==> src/rtl/mbx_drain_pkg.sv <==
package mbx_drain_pkg;

   // register selects on the bus toward the mailbox core
   typedef enum logic [1:0] {
      SEL_RAW  = 2'd0,
      SEL_CLR  = 2'd1,
      SEL_MSET = 2'd2,
      SEL_MCLR = 2'd3
   } sel_e;

   // command opcodes
   typedef enum logic [1:0] {
      OP_DRAIN  = 2'd0,
      OP_UNMASK = 2'd1,
      OP_MASK   = 2'd2,
      OP_NONE   = 2'd3
   } op_e;

   typedef enum logic [2:0] {
      ST_IDLE,
      ST_READ,
      ST_CLEAR,
      ST_CTRL,
      ST_STREAM
   } st_e;

endpackage

==> src/rtl/mbx_drain_buf.sv <==
module mbx_drain_buf #(
   parameter int DEPTH  = 8,
   parameter int DATA_W = 32,
   parameter int POS_W  = $clog2(DEPTH)
) (
   input  logic              clk,
   input  logic              rst_n,
   input  logic              wr_en,
   input  logic [POS_W-1:0]  wr_pos,
   input  logic [DATA_W-1:0] wr_data,
   input  logic [POS_W-1:0]  rd_pos,
   output logic [DATA_W-1:0] rd_data
);

   logic [DATA_W-1:0] word_q [DEPTH];

   // one register per message slot
   for (genvar g = 0; g < DEPTH; g++) begin : g_slot
      always_ff @(posedge clk or negedge rst_n) begin
         if (!rst_n)
            word_q[g] <= '0;
         else if (wr_en && wr_pos == POS_W'(g))
            word_q[g] <= wr_data;
      end
   end

   assign rd_data = word_q[rd_pos];

endmodule

==> src/rtl/mbx_drain_seq.sv <==
module mbx_drain_seq
   import mbx_drain_pkg::*;
#(
   parameter int NUM_WIN = 16,
   parameter int MAX_WIN = 8,
   parameter int DATA_W  = 32,
   localparam int WIN_W  = $clog2(NUM_WIN),
   localparam int CNT_W  = $clog2(MAX_WIN + 1),
   localparam int POS_W  = $clog2(MAX_WIN),
   localparam int LEN_W  = $clog2(MAX_WIN * DATA_W / 8 + 1)
) (
   input  logic              clk,
   input  logic              rst_n,
   input  logic              cmd_valid,
   input  logic [1:0]        cmd_op,
   input  logic [WIN_W-1:0]  cmd_base,
   input  logic [CNT_W-1:0]  cmd_count,
   output logic              busy,
   output logic              bus_req,
   output logic [1:0]        bus_sel,
   output logic [WIN_W-1:0]  bus_win,
   output logic [DATA_W-1:0] bus_wdata,
   input  logic              bus_ack,
   input  logic [DATA_W-1:0] bus_rdata,
   output logic              buf_wr_en,
   output logic [POS_W-1:0]  buf_wr_pos,
   output logic [DATA_W-1:0] buf_wr_data,
   output logic [POS_W-1:0]  buf_rd_pos,
   output logic              out_valid,
   input  logic              out_ready,
   output logic              out_last,
   output logic [LEN_W-1:0]  msg_bytes
);

   st_e              state_q;
   sel_e             ctrl_sel_q;
   logic [WIN_W-1:0] base_q;
   logic [CNT_W-1:0] cnt_q;
   logic [POS_W-1:0] idx_q;
   logic [POS_W-1:0] pos_q;

   op_e  op_in;
   logic cnt_ok, range_ok, cmd_ok, accept, idx_last;
   logic [WIN_W-1:0] last_win;

   assign op_in    = op_e'(cmd_op);
   assign cnt_ok   = (cmd_count != '0) && (cmd_count <= CNT_W'(MAX_WIN));
   assign range_ok = ({1'b0, cmd_base} + (WIN_W+1)'(cmd_count)) <= (WIN_W+1)'(NUM_WIN);
   assign cmd_ok   = cnt_ok && range_ok && (op_in != OP_NONE);
   assign accept   = cmd_valid && (state_q == ST_IDLE) && cmd_ok;

   assign last_win = base_q + WIN_W'(cnt_q) - WIN_W'(1);
   assign idx_last = (CNT_W'(idx_q) == cnt_q - CNT_W'(1));

   always_ff @(posedge clk or negedge rst_n) begin
      if (!rst_n) begin
         state_q    <= ST_IDLE;
         ctrl_sel_q <= SEL_MCLR;
         base_q     <= '0;
         cnt_q      <= '0;
         idx_q      <= '0;
         pos_q      <= '0;
      end else begin
         case (state_q)
            ST_IDLE: if (accept) begin
               base_q <= cmd_base;
               cnt_q  <= cmd_count;
               idx_q  <= '0;
               pos_q  <= '0;
               case (op_in)
                  OP_DRAIN:  state_q <= ST_READ;
                  OP_UNMASK: begin ctrl_sel_q <= SEL_MCLR; state_q <= ST_CTRL; end
                  default:   begin ctrl_sel_q <= SEL_MSET; state_q <= ST_CTRL; end
               endcase
            end
            ST_READ:  if (bus_ack) state_q <= ST_CLEAR;
            ST_CLEAR: if (bus_ack) begin
               if (idx_last) state_q <= ST_STREAM;
               else begin
                  idx_q   <= idx_q + POS_W'(1);
                  state_q <= ST_READ;
               end
            end
            ST_CTRL:  if (bus_ack) state_q <= ST_IDLE;
            ST_STREAM: if (out_ready) begin
               if (out_last) state_q <= ST_IDLE;
               else          pos_q   <= pos_q + POS_W'(1);
            end
            default: state_q <= ST_IDLE;
         endcase
      end
   end

   // bus master side
   always_comb begin
      bus_req   = 1'b0;
      bus_sel   = SEL_RAW;
      bus_win   = base_q + WIN_W'(idx_q);
      bus_wdata = '0;
      case (state_q)
         ST_READ:  bus_req = 1'b1;
         ST_CLEAR: begin bus_req = 1'b1; bus_sel = SEL_CLR; bus_wdata = '1; end
         ST_CTRL:  begin bus_req = 1'b1; bus_sel = ctrl_sel_q; bus_win = last_win; bus_wdata = '1; end
         default:  ;
      endcase
   end

   // reversed placement: window base+i lands at slot W-1-i
   assign buf_wr_en   = (state_q == ST_READ) && bus_ack;
   assign buf_wr_pos  = POS_W'(cnt_q - CNT_W'(1) - CNT_W'(idx_q));
   assign buf_wr_data = bus_rdata;
   assign buf_rd_pos  = pos_q;

   assign busy      = (state_q != ST_IDLE);
   assign out_valid = (state_q == ST_STREAM);
   assign out_last  = (CNT_W'(pos_q) == cnt_q - CNT_W'(1));
   assign msg_bytes = LEN_W'(cnt_q) * LEN_W'(DATA_W / 8);

   AST_BUS_HOLD: assert property (@(posedge clk) disable iff (!rst_n)
      bus_req && !bus_ack |=> bus_req && $stable(bus_win) && $stable(bus_sel));

   AST_CLEAR_FOLLOWS: assert property (@(posedge clk) disable iff (!rst_n)
      bus_req && bus_ack && bus_sel == SEL_RAW |=> bus_req && bus_sel == SEL_CLR && bus_win == $past(bus_win));

   AST_WRITE_ONES: assert property (@(posedge clk) disable iff (!rst_n)
      bus_req && bus_sel != SEL_RAW |-> bus_wdata == {DATA_W{1'b1}});

   AST_NEXT_ASCENDS: assert property (@(posedge clk) disable iff (!rst_n)
      state_q == ST_CLEAR && bus_ack && !idx_last |=> bus_req && bus_sel == SEL_RAW && bus_win == $past(bus_win) + WIN_W'(1));

   AST_BAD_CMD_DROPPED: assert property (@(posedge clk) disable iff (!rst_n)
      !busy && cmd_valid && !cmd_ok |=> !busy && !bus_req);

   AST_BUSY_HOLDS_CMD: assert property (@(posedge clk) disable iff (!rst_n)
      busy && cmd_valid |=> $stable(base_q) && $stable(cnt_q));

   AST_STREAM_NO_BUS: assert property (@(posedge clk) disable iff (!rst_n)
      out_valid |-> !bus_req);

endmodule

==> src/rtl/mbx_drain_engine.sv <==
module mbx_drain_engine
   import mbx_drain_pkg::*;
#(
   parameter int NUM_WIN = 16,
   parameter int MAX_WIN = 8,
   parameter int DATA_W  = 32,
   localparam int WIN_W  = $clog2(NUM_WIN),
   localparam int CNT_W  = $clog2(MAX_WIN + 1),
   localparam int POS_W  = $clog2(MAX_WIN),
   localparam int LEN_W  = $clog2(MAX_WIN * DATA_W / 8 + 1)
) (
   input  logic              clk,
   input  logic              rst_n,
   input  logic              cmd_valid,
   input  logic [1:0]        cmd_op,
   input  logic [WIN_W-1:0]  cmd_base,
   input  logic [CNT_W-1:0]  cmd_count,
   output logic              busy,
   output logic              bus_req,
   output logic [1:0]        bus_sel,
   output logic [WIN_W-1:0]  bus_win,
   output logic [DATA_W-1:0] bus_wdata,
   input  logic              bus_ack,
   input  logic [DATA_W-1:0] bus_rdata,
   output logic              out_valid,
   input  logic              out_ready,
   output logic [DATA_W-1:0] out_data,
   output logic              out_last,
   output logic [LEN_W-1:0]  msg_bytes
);

   // elaboration-time parameter checks
   if (NUM_WIN < 2) begin : g_chk_num
      $error("NUM_WIN must be at least 2");
   end
   if (MAX_WIN < 2 || MAX_WIN > NUM_WIN) begin : g_chk_max
      $error("MAX_WIN must lie in 2..NUM_WIN");
   end
   if (DATA_W % 8 != 0) begin : g_chk_data
      $error("DATA_W must be a whole number of bytes");
   end

   logic              buf_wr_en;
   logic [POS_W-1:0]  buf_wr_pos;
   logic [DATA_W-1:0] buf_wr_data;
   logic [POS_W-1:0]  buf_rd_pos;

   mbx_drain_seq #(
      .NUM_WIN(NUM_WIN),
      .MAX_WIN(MAX_WIN),
      .DATA_W (DATA_W)
   ) u_seq (
      .clk        (clk),
      .rst_n      (rst_n),
      .cmd_valid  (cmd_valid),
      .cmd_op     (cmd_op),
      .cmd_base   (cmd_base),
      .cmd_count  (cmd_count),
      .busy       (busy),
      .bus_req    (bus_req),
      .bus_sel    (bus_sel),
      .bus_win    (bus_win),
      .bus_wdata  (bus_wdata),
      .bus_ack    (bus_ack),
      .bus_rdata  (bus_rdata),
      .buf_wr_en  (buf_wr_en),
      .buf_wr_pos (buf_wr_pos),
      .buf_wr_data(buf_wr_data),
      .buf_rd_pos (buf_rd_pos),
      .out_valid  (out_valid),
      .out_ready  (out_ready),
      .out_last   (out_last),
      .msg_bytes  (msg_bytes)
   );

   mbx_drain_buf #(
      .DEPTH (MAX_WIN),
      .DATA_W(DATA_W),
      .POS_W (POS_W)
   ) u_buf (
      .clk    (clk),
      .rst_n  (rst_n),
      .wr_en  (buf_wr_en),
      .wr_pos (buf_wr_pos),
      .wr_data(buf_wr_data),
      .rd_pos (buf_rd_pos),
      .rd_data(out_data)
   );

   AST_OUT_HOLD: assert property (@(posedge clk) disable iff (!rst_n)
      out_valid && !out_ready |=> out_valid && $stable(out_data) && $stable(out_last));

   AST_SINGLE_SLOT_WRITE: assert property (@(posedge clk) disable iff (!rst_n)
      buf_wr_en |-> bus_req && !out_valid);

endmodule

==> config.mk <==
export PLATFORM = sky130hd
export DESIGN_NAME = mbx_drain_engine
export DESIGN_NICKNAME = d
export VERILOG_FILES = /design/src/rtl/mbx_drain_pkg.sv /design/src/rtl/mbx_drain_buf.sv /design/src/rtl/mbx_drain_seq.sv /design/src/rtl/mbx_drain_engine.sv
export SDC_FILE = /design/constraint.sdc
export NUM_CORES = 1
export LEC_CHECK = 0
export ABC_AREA = 1
export BUFFER_PORTS_ARGS = -buffer_cell sky130_fd_sc_hd__clkbuf_2
export CORE_MARGIN = 2
export CORE_UTILIZATION = 55
export CTS_BUF_LIST = sky130_fd_sc_hd__clkbuf_8 sky130_fd_sc_hd__clkbuf_16
export DETAILED_ROUTE_END_ITERATION = 8
export PLACE_DENSITY_LB_ADDON = 0.1
export SYNTH_ARGS = -nofsm -noshare
export SYNTH_HDL_FRONTEND = slang
export SYNTH_HIERARCHICAL = 1
export SYNTH_SLANG_ARGS = --single-unit
==> constraint.sdc <==
create_clock -name clk -period 2.2 [get_ports clk]
set_input_delay 0.11 -clock clk [delete_from_list [all_inputs] [get_ports clk]]
set_output_delay 0.11 -clock clk [all_outputs]
set_load 0.01 [all_outputs]
---- Yosys cells after proc, flatten, opt, wreduce, memory -nomap -nowiden ----
Index checks and enable logic that the tools add are counted.
W data, S select, Z words.
word-level totals
  register bits ........................... 275
  input bits .............................. 47
  logic and storage cells ................. 102
operators by class
  muxes and demuxes ....................... 24
  $add $sub $neg .......................... 8
  reduce and logical (&&, ||, !) cells .... 28
  equal/unequal tests ..................... 23
  bitwise gates (word level) .............. 2
  order comparisons ....................... 3
operators by type and width
  kind                   number
  $bmux W32 S3           1
  $mux W32               3
  $mux W3                12
  $eq A3 B3 Y1 const B   5
  $pmux W3 S5            1
  $logic_and A1 B1 Y1    14
  $eq A3 B2 Y1 const B   4
  $ne A2 B2 Y1 const B   6
  $pmux W3 S2            2
  $eq A3 B4 Y1           2
  $pmux W2 S2            2
  $reduce_and A4 Y1      2
  $sub A4 B1 Y4 const B  2
  $add A3 B1 Y3 const B  2
  $eq A3 B1 Y1 const B   2
  $logic_not A3 Y1       2
  $ne A2 B1 Y1 const B   3
  $reduce_and A6 Y1      1
  $add A4 B4 Y5          1
  $le A5 B5 Y1 const B   1
  $add A4 B3 Y4          1
  $add A4 B4 Y4          1
  $ge A4 B4 Y1 const B   1
  $le A4 B4 Y1 const B   1
  other kinds (15)       16

---- Logic depth before layout (Yosys ltp) ----
  depth after elaboration ................. 7
  gate-level depth with buffers ........... 14
  mapped depth without buffers ............ 14

---- Hierarchy ----
Netlist, hierarchy kept.
by module, submodules not included
  module         instances  area an instance (um^2)  cells each  sequential area each (um^2)
  mbx_drain_buf  1          12,465.7                 1,716       6,406.1
  mbx_drain_seq  1          2,093.3                  289         451.7

---- Worst setup path before layout ----
OpenSTA, ideal clock, no wires.
  kind .................................... register to register
  from .................................... reg u_seq.state_q[2]
  to ...................................... reg u_seq.idx_q[0]
  stages on the path, launching flop included .. 9
  slack ................................... -0.375 ns
  arrival ................................. 2.457 ns
  setup time .............................. 0.118 ns
  path buffers ............................ 0
  required time ........................... 2.082 ns
  path through ............................ dfrtp_1 nor2_1 nand2_1 inv_1 o21ai_0 nand2_1 nand3_4 nand2_1 nand2_1
between the ends
  longest elaborated chain between the ends .. 5
RTL lines
  item                                RTL line                                  source
  start, declared                     mbx_drain_seq.sv:35                       st_e state_q;
  start signal, assigned              mbx_drain_seq.sv:57                       state_q <= ST_IDLE;
  start signal, assigned              mbx_drain_seq.sv:71                       OP_DRAIN: state_q <= ST_READ;
  start signal, assigned              mbx_drain_seq.sv:72                       OP_UNMASK: begin ctrl_sel_q <= SEL_MCLR; state_q <= ST_CTRL; end
  $logic_not A3 Y1                    mbx_drain_seq.sv:50, mbx_drain_seq.sv:64
  $logic_and A1 B1 Y1 (2 in series)   mbx_drain_seq.sv:50                       assign accept = cmd_valid && (state_q == ST_IDLE) && cmd_ok;
  $ne A2 B1 Y1 (no source line)       -
  $reduce_and A4 Y1 (no source line)  -
  end signal, assigned                mbx_drain_seq.sv:80                       idx_q <= idx_q + POS_W'(1);
  end, declared                       mbx_drain_seq.sv:39                       logic [POS_W-1:0] idx_q;
Several ways; a longest one is shown, not always the timed one.
A chain may end at the register's enable or synchronous reset.

---- Worst setup path in the final report ----
  from .................................... reg u_seq.cnt_q[1]
  to ...................................... reg u_buf/word_q[105] in the netlist's numbering
between the ends
  longest elaborated chain between the ends .. 4
RTL lines
  item                           RTL line                source
  start, declared                mbx_drain_seq.sv:38     logic [CNT_W-1:0] cnt_q;
  start signal, assigned         mbx_drain_seq.sv:67     cnt_q <= cmd_count;
  $sub A4 B1 Y4                  -
  $sub A3 B3 Y3                  mbx_drain_seq.sv:110    assign buf_wr_pos = POS_W'(cnt_q - CNT_W'(1) - CNT_W'(idx_q));
  named net buf_wr_pos[2]        mbx_drain_engine.sv:44  logic [POS_W-1:0] buf_wr_pos;
  $eq A3 B3 Y1                   mbx_drain_buf.sv:22     else if (wr_en && wr_pos == POS_W'(g))
  $logic_and A1 B1 Y1            mbx_drain_buf.sv:22
  end signal, assigned by index  mbx_drain_buf.sv:23     word_q[g] <= wr_data;
  end, declared                  mbx_drain_buf.sv:15     logic [DATA_W-1:0] word_q [DEPTH];
The timed path passes the listed nets, and every way through them passes these cells.

==> metrics.md <==
| Metric | Value |
|---|---|
| Status | `finished, violations left` |
| Violated checks | `setup timing` |
| Max-Cap Viols | `0` |
| Register area share after synthesis | `0.471` |
| DRT iter0 DRCs | `between 1500 and 2000` |
| Slew headroom | `0.633` |
| Crit-path cells | `inv_2 -> buf_4 -> ha_4 -> inv_2 -> fa_2 -> xnor2_4 -> nand2_4 -> inv_4 -> buf_12 -> nand2_8 -> buf_16 -> o21ai_1` |
| Fillers | `approximately 1700` |
| Post-synth EDFFs | `0` |
| Remaining global-route overflow | `0` |
| Final #Nets | `2281` |
| Multi-input gate area | `6580 sq um` |
| Share of layout cells above drive strength 1 | `0.266` |
| Placed instance count | `roughly 2300` |
| PnR Total Power | `around 26 mW` |
| PD cells | `between 1000 and 1500 nW/um^2` |
| # port buffers | `124` |
| Asr flop ratio synth | `1.00` |
| Crit start category | `register` |
| VDD IR-drop max | `around 1100 uV` |
| Die height | `around 170 microns` |
| Vias after detailed routing | `14800` |
| Worst-margin pin slew | `between 0.5 and 0.6 ns` |
| Core area | `26100 sq um` |
| Final Non-Filler Cells | `roughly 2600` |
| Clock-pin slew on the worst setup and hold paths | `roughly 0.06 ns` |
| Area share of the largest cell type after synthesis | `0.469` |
| Fmax | `between 300 and 400 MHz` |
| Critical Path Max Stage Delay | `~0.4 ns` |
| Yosys Warn Count | `6` |
| Syn-to-layout area delta | `39.4%` |
| Routed vias/inst | `5.77` |
| CTS buffer count | `31` |
| Initial antenna violation count | `0` |
| Hpwl dp | `21200 microns` |
| H-tree depth | `1` |
| Antenna-violating nets left | `0` |
| Most frequent cells in the layout | `599 x nand2_1, 328 x inv_1, 270 x dfrtp_1` |
| Hold WS | `between 0.05 and 0.06 ns` |
| Total wire length | `approximately 55000 microns` |
| Leading cell type in the layout, fill and taps excluded | `nand2_1` |
| CTS tree | `built` |
| Std-Cell Rows | `roughly 60` |
| HP Class | `in2async` |
| Slowest CP cell | `fa_2` |
| Register bit count reported by yosys | `274` |
| Synthesized area per cell | `7.26 sq um` |
| Worst skew pair latency | `between 0.5 and 0.6 ns` |
| Critical Path Most Common Cell | `inv_2` |
| Hold Vio Cnt, Final | `0` |
| Crit path max fanout | `8` |
| Post-synth top area cell | `dfrtp_1` |
| Setup TNS | `-57.97 ns` |
| Boundary pin count | `around 130` |
| R2R cell count | `12` |
| Aggregate global-route resource usage | `0.309` |
| Sequential cell area | `just under 7000 sq um` |
| Max-slew violations | `0` |
| First-pass GRT wire length | `between 60000 and 70000 microns` |
| Skew final | `around 0.018 ns` |
| Synth Flop Type | `dfrtp_1` |
| Initial Util | `0.559` |
| Cell family with most CP delay | `adder cells` |
| Static leakage | `10.6 nW` |
| TritonRoute pass-1 iters | `8` |
| Largest net degree at the start of global routing | `88` |
| Worst path arrival time | `between 3 and 4 ns` |
| Drc violations | `0` |
| Post-synthesis cell type count | `37` |
| ANT cells | `0` |
| Setup violators final | `262` |
| Placement Setup Slack | `-0.0702 ns` |
| Vias in the first global route | `~13000` |
| Clk buf depth | `3` |
| Tmin final | `between 2 and 3 ns` |
| CTS sink count | `274` |
| Die Wd | `around 170 microns` |
| DR WL/cell | `around 22 microns` |
| Syn Inst Count | `roughly 2000` |
| Bufs and invs on worst path | `6` |
| Synth Cell Area | `~15000 sq um` |
| Die ar. | `approximately 28000 sq um` |
| CP Depth | `12` |
| PnR worst setup slack | `-0.387 ns` |
| Final period util | `1.18` |
| RSZ-0062 raised after global routing | `true` |
| Gpl congestion | `0.815` |
| Synth area leaders | `dfrtp_1 47%, nand2_1 19%, o21ai_0 8.9%` |
| Root buf cell | `clkbuf_16` |
| CP Class | `reg2reg` |
| Critical Path Sink Type | `register` |
| Critical Path RT | `2.64 ns` |
-- sequential cells by signal, indices dropped and copies added (netlist names) --
name / cells
u_buf/word_q: 256
u_seq/base_q: 4
u_seq/cnt_q: 4
u_seq/buf_rd_pos: 3
u_seq/idx_q: 3
u_seq/state_q: 3
u_seq/ctrl_sel_q: 1
-- synthesized netlist by cell type, types with 2 or more instances --
master	number
fa_1	4
o21ai_1	9
xnor2_1	4
xor2_1	3
dfrtp_1	273
nand3_1	139
a21oi_1	5
nand2_1	740
o21ai_0	259
inv_2	3
a21oi_2	2
nor2_1	18
nand2_2	6
ha_1	16
clkbuf_1	37
buf_2	40
nand2_4	3
nand3b_1	2
nor2_2	2
nand4_1	5
clkbuf_2	3
buf_1	13
buf_4	68
nor3_1	3
inv_1	336
-- metal layers --
layer	up-vias	track usage	share of wire
met5	-	0	0
met4	0	0.0978	0.078
met3	314	0.0449	0.11
met2	1035	0.517	0.45
met1	6936	0.419	0.36
li1	6497	-	-
-- repair_timing --
action,CTS,global route
hold buffers,46,0
endpoints found under the setup margin,158,297
gates resized for setup,69,523
pin swaps,6,17
cloned,23,50
buffers inserted,14,41
endpoints found under the hold margin,480,0
-- metrics by stage --
step	util	area [sq um]
global placement	0.587	15300
CTS	0.683	17800
finish	0.779	20300
floorplan	-	14600
detailed placement	0.587	15300
global route	0.779	20300
-- final timing paths --
kind / from / endpoint / slack [ns]
min in group clk: cmd_valid / u_seq/ctrl_sel_q[0] / 0.17
worst max-delay path: u_seq/cnt_q[1] / u_buf/word_q[105] / -0.39
worst max register to register: u_seq/cnt_q[1] / u_buf/word_q[105] / -0.39
worst min register to register: u_buf/word_q[213] / u_buf/word_q[213] / 0.49
max in group asynchronous: rst_n / u_buf/word_q[152] / 1.27
worst min-delay path: rst_n / u_buf/word_q[15] / 0.06
-- cells by family after synthesis --
kind of cell | synth area share
buffers and inverters | 0.151
AOI/OAI and AO/OA | 0.0969
other | 0.000258
DFF | 0.471
adders and majority gates | 0.0193
xor gates and xnor gates | 0.00421
and+or+nand+nor | 0.257
-- area by class of cell --
cell class                      count  area share
Timing Repair inverter              2    0.000863
Clock inverter                      6     0.00253
Multi-Input combinational cell   1234       0.324
Timing Repair Buffer              332       0.205
Sequential cell                   274       0.338
Clock buffer                       42      0.0457
Tap cell                          335      0.0206
Inverter                          339      0.0634
-- power breakdown --
| part | switching (mW) | internal, mW | leakage (nW) |
|---|---|---|---|
| clock | 2.09 | 3.00 | 0.499 |
| sequential | 1.42 | 7.10 | 3.53 |
| combinational | 6.61 | 5.35 | 6.61 |
| total | 10.1 | 15.4 | 10.6 |
Power figures use the tool's default switching activity.
